**config.mk**
```make
export PLATFORM = sky130hd
export DESIGN_NAME = uam_merge
export DESIGN_NICKNAME = d
export VERILOG_FILES = /design/src/rtl/uam_pkg.sv /design/src/rtl/uam_load_merge.sv /design/src/rtl/uam_store_merge.sv /design/src/rtl/uam_out_stage.sv /design/src/rtl/uam_merge.sv
export SDC_FILE = /design/constraint.sdc
export NUM_CORES = 1
export LEC_CHECK = 0
export BUFFER_PORTS_ARGS = -buffer_cell sky130_fd_sc_hd__clkbuf_2
export CAP_MARGIN = 20
export CORE_MARGIN = 8
export CORE_UTILIZATION = 48
export CTS_BUF_LIST = sky130_fd_sc_hd__clkbuf_8 sky130_fd_sc_hd__clkbuf_16
export DETAILED_ROUTE_END_ITERATION = 16
export PLACE_DENSITY = 0.79
export REMOVE_ABC_BUFFERS = 1
export SETUP_SLACK_MARGIN = 0.3
export SYNTH_ARGS = -nofsm -noshare
export SYNTH_HDL_FRONTEND = slang
export SYNTH_HIERARCHICAL = 1
export SYNTH_SLANG_ARGS = --single-unit
```
**constraint.sdc**
```tcl
create_clock -name clk -period 1.7 [get_ports clk]
set_input_delay 0.085 -clock clk [delete_from_list [all_inputs] [get_ports clk]]
set_output_delay 0.085 -clock clk [all_outputs]
set_load 0.005 [all_outputs]
```
**src/rtl/uam_pkg.sv**
```systemverilog
package uam_pkg;

    typedef enum logic [1:0] {
        OP_LOAD_L  = 2'd0,
        OP_LOAD_R  = 2'd1,
        OP_STORE_L = 2'd2,
        OP_STORE_R = 2'd3
    } uam_op_e;

    function automatic logic op_is_store(input uam_op_e op);
        return op[1];
    endfunction

    function automatic logic op_is_left(input uam_op_e op);
        return ~op[0];
    endfunction

endpackage

```
**src/rtl/uam_load_merge.sv**
```systemverilog
module uam_load_merge #(
    parameter int NBYTES = 4,
    localparam int DW = 8 * NBYTES,
    localparam int OW = $clog2(NBYTES)
) (
    input  logic          left,
    input  logic [OW-1:0] off,
    input  logic [DW-1:0] mem,
    input  logic [DW-1:0] regv,
    output logic [DW-1:0] merged
);
    localparam logic [DW-1:0] ALL = {DW{1'b1}};

    logic [OW+2:0] sh;

    // left: shift by (NBYTES-1-off) bytes; right: shift by off bytes
    assign sh = {(left ? ~off : off), 3'b000};

    always_comb begin
        if (left) begin
            merged = (mem << sh) | (regv & ~(ALL << sh));
        end else begin
            merged = (mem >> sh) | (regv & ~(ALL >> sh));
        end
    end
endmodule

```
**src/rtl/uam_store_merge.sv**
```systemverilog
module uam_store_merge #(
    parameter int NBYTES = 4,
    localparam int DW = 8 * NBYTES,
    localparam int OW = $clog2(NBYTES)
) (
    input  logic              left,
    input  logic [OW-1:0]     off,
    input  logic [DW-1:0]     mem,
    input  logic [DW-1:0]     regv,
    output logic [DW-1:0]     merged,
    output logic [NBYTES-1:0] be
);
    localparam logic [DW-1:0] ALL = {DW{1'b1}};

    logic [OW+2:0] sh;

    assign sh = {(left ? ~off : off), 3'b000};

    always_comb begin
        if (left) begin
            merged = (mem & ~(ALL >> sh)) | (regv >> sh);
        end else begin
            merged = (regv << sh) | (mem & ~(ALL << sh));
        end
    end

    for (genvar gi = 0; gi < NBYTES; gi++) begin : g_lane_en
        assign be[gi] = left ? (OW'(gi) <= off) : (OW'(gi) >= off);
    end
endmodule

```
**src/rtl/uam_out_stage.sv**
```systemverilog
module uam_out_stage #(
    parameter int W       = 8,
    parameter bit REG_OUT = 1'b1
) (
    input  logic         clk,
    input  logic         rst,
    input  logic         d_vld,
    input  logic [W-1:0] d,
    output logic         q_vld,
    output logic [W-1:0] q
);
    if (REG_OUT) begin : g_reg
        always_ff @(posedge clk) begin
            if (rst) begin
                q_vld <= 1'b0;
                q     <= '0;
            end else begin
                q_vld <= d_vld;
                q     <= d;
            end
        end
    end else begin : g_comb
        logic unused_ctl;
        assign unused_ctl = clk ^ rst;
        assign q_vld      = d_vld;
        assign q          = d;
    end
endmodule

```
**src/rtl/uam_merge.sv**
```systemverilog
module uam_merge
    import uam_pkg::*;
#(
    parameter int NBYTES  = 4,
    parameter int AW      = 32,
    parameter bit REG_OUT = 1'b1,
    localparam int DW = 8 * NBYTES,
    localparam int OW = $clog2(NBYTES)
) (
    input  logic              clk,
    input  logic              rst,
    input  logic              req_vld,
    input  logic [1:0]        req_op,
    input  logic [AW-1:0]     req_addr,
    input  logic [DW-1:0]     req_mem,
    input  logic [DW-1:0]     req_reg,
    output logic              rsp_vld,
    output logic [AW-1:0]     rsp_addr,
    output logic [DW-1:0]     rsp_ld_data,
    output logic [DW-1:0]     rsp_st_data,
    output logic [NBYTES-1:0] rsp_st_be
);
    typedef struct packed {
        logic [AW-1:0]     addr;
        logic [DW-1:0]     ld;
        logic [DW-1:0]     st;
        logic [NBYTES-1:0] be;
    } uam_rsp_t;

    localparam int RW = $bits(uam_rsp_t);

    uam_op_e           op;
    logic [OW-1:0]     off;
    logic [DW-1:0]     ld_merged;
    logic [DW-1:0]     st_merged;
    logic [NBYTES-1:0] st_be;
    uam_rsp_t          nxt;
    uam_rsp_t          cur;
    logic [RW-1:0]     cur_flat;

    assign op  = uam_op_e'(req_op);
    assign off = req_addr[OW-1:0];

    uam_load_merge #(.NBYTES(NBYTES)) u_ld (
        .left   (op_is_left(op)),
        .off    (off),
        .mem    (req_mem),
        .regv   (req_reg),
        .merged (ld_merged)
    );

    uam_store_merge #(.NBYTES(NBYTES)) u_st (
        .left   (op_is_left(op)),
        .off    (off),
        .mem    (req_mem),
        .regv   (req_reg),
        .merged (st_merged),
        .be     (st_be)
    );

    always_comb begin
        nxt.addr = {req_addr[AW-1:OW], {OW{1'b0}}};
        if (op_is_store(op)) begin
            nxt.ld = req_reg;
            nxt.st = st_merged;
            nxt.be = st_be;
        end else begin
            nxt.ld = ld_merged;
            nxt.st = req_mem;
            nxt.be = '0;
        end
    end

    uam_out_stage #(.W(RW), .REG_OUT(REG_OUT)) u_out (
        .clk   (clk),
        .rst   (rst),
        .d_vld (req_vld),
        .d     (nxt),
        .q_vld (rsp_vld),
        .q     (cur_flat)
    );

    assign cur         = uam_rsp_t'(cur_flat);
    assign rsp_addr    = cur.addr;
    assign rsp_ld_data = cur.ld;
    assign rsp_st_data = cur.st;
    assign rsp_st_be   = cur.be;
endmodule

```
==> reports/qor.yml <==
status: "finished, final reports clean"
finalHoldViolCount: 0
fin_setup_tns_ps: 0
yosys.cell_types.count: 50
clockBufferDepth: 2
num_vias: 6148
hold_path_class: "in2reg"
maxCapViolations: 0
nets: 1011
drcViolationCount: 0
gr-total-overflow: 0
numCtsBuffers: 9
place_congestion: 0.855
fillCellCount: 1160
n_antenna_cell: 0
rsz0062_at_grt: "false"
drive_above_1_share_pct: 44.4
fin_hold_ws_ps: 4.02
clkSlewWorstSetupHoldPaths_ps: 60
wl_um: 20700
synth_ff_type: "dfxtp_1"
grt_pass1_vias: 5995
crit_fanout: 9
synthesis.instances: 668
path_class: "in2reg"
power_density_mw_per_mm2: 740
numClockSinks: 101
seq_area_frac_synth_pct: 29.5
dp_hpwl_um: 14700
start_util_pct: 49.2
first_pass_iters: 5
synth-edff-count: 0
dp_slack_ps: -162
rows: 43
wl_met3_um: 1640
setup_viol: 0
grt_pass1_wl_um: 31900
cts_tree: "yes"
ant_nets: 0
routed_via_density: 5.61
cp.arrival_ps: 1650
antenna_found_initial: 0
post_synth.cell_area_avg_um2: 10.3
multi_input_area_mm2: 0.00440
top_layer: "met4"
netlist_top_cells_area: "dfxtp_1 (29%), mux2_2 (14%), mux2i_1 (12%), nor2b_1 (10%), mux4_2 (4.9%)"
yosys_warnings: 6
io_pins: 202
syn_area_mm2: 0.00686
cp.required_ps: 1930
mostFrequentLayoutCells: "clkbuf_2 (197), nor2b_1 (114), dfxtp_1 (101), mux2_2 (85), mux2i_1 (84)"
yosys.area.top_type: "dfxtp_1"
grt.total_usage_pct: 21.7
root_buffer: "clkbuf_16"
grt_max_degree: 69
synth_top_area_share_pct: 29.5
slew_violations: 0
ys_ff_latch: 101
cp-start-kind: "primary input"
regArea_mm2: 0.00202
fin_crit_sh_pct: 83.6
power.total_mw: 6.60
post-route-util_pct: 64.0
die_h_um: 136
final_common_cell: "clkbuf_2"
wl_per_cell_um: 18.9
portBuffers: 201
area_growth_pct: 30.0
dieWidth_um: 136
fin_crit_ps: 1420
wl_met2_um: 9880
worst_slack_ps: 280
end_kind: "register"
peakVddDrop_mv: 0.485
core_area_mm2: 0.0139
cts_max_level: 3
synth-async-reset-ratio_pct: 0
drtIter0Drc: 414
fmax_ghz: 0.704
wl_met1_um: 8700
dieArea_mm2: 0.0184
power.leakage_nw: 4.09
[flip-flops by register name (all words and copies together) (netlist names)]
| signal | flops |
|---|---|
| u_out/q | 100 |
| u_out/q_vld | 1 |
[worst max-delay path: stages]
cell and delay [ps]:
clkbuf_2 100, inv_2 90, buf_4 180, buf_4 170
and3_1 170, a311oi_2 330, o221ai_2 130, mux2_4 270
nor2b_1 120
[metrics by stage]
step           instance area (um2)  instances
5_1_grt                       8920       1095
3_5_place_dp                  8200       1045
3_3_place_gp                  8200       1045
2_1_floorplan                 6410        607
6_report                      8920       1095
4_1_cts                       8820       1091
[final timing paths]
kind	slack (ps)	end	startpoint	cells past startpoint
setup / recovery	280	u_out/q[60]	req_op[0]	9
hold / removal	4	u_out/q[97]	req_addr[29]	2
[cell usage after synthesis (all sizes together) (11+ instances only)]
cell	number
a31oi	19
buf	57
dfxtp	101
mux2	103
mux2i	85
mux4	15
nand2	19
nand2b	11
nor2	11
nor2b	115
o21ai	14
o221ai	17
[logic make-up (layout without fill, tap and decap cells)]
kind of cell,count (synthesis),after routing,share of synthesized area [%]
multiplexers,203,203,35.2
AND/OR/NAND/NOR,189,189,16.6
AO/OA/AOI/OAI,106,106,11.4
flip-flops,101,101,29.5
buffers and inverters,67,313,6.93
other,1,2,0.0547
XOR/XNOR,1,1,0.401
[repair_timing]
| item | in CTS | in global routing |
|---|---|---|
| pin swaps | 2 | 1 |
| hold buffers | 30 | 0 |
| buffers inserted | 0 | 3 |
| setup endpoints to repair | 12 | 20 |
| cloned | 0 | 1 |
| hold endpoints to repair | 30 | 0 |
| resized for setup | 2 | 9 |
[layout make-up]
cell class	count	area share, %
Inverter	5	0.210
Multi-Input combinational cell	501	49.3
Tap cell	180	2.52
Timing Repair Buffer	292	21.8
Clock buffer	11	2.83
Clock inverter	5	0.659
Sequential cell	101	22.7
[report_power, final]
group / switching, mW / internal, mW / total [mW]
sequential: 0.0444 / 2.54 / 2.58
clock: 0.915 / 1.22 / 2.14
combinational: 0.866 / 1.01 / 1.88
total: 1.82 / 4.78 / 6.60
[layer usage]
layer	track usage, %	vias to the layer above
met1	26.6	2864
met3	5.23	42
met4	8.57	0
met5	0	-
li1	-	2939
met2	35.7	303
Power figures use the tool's default switching activity.
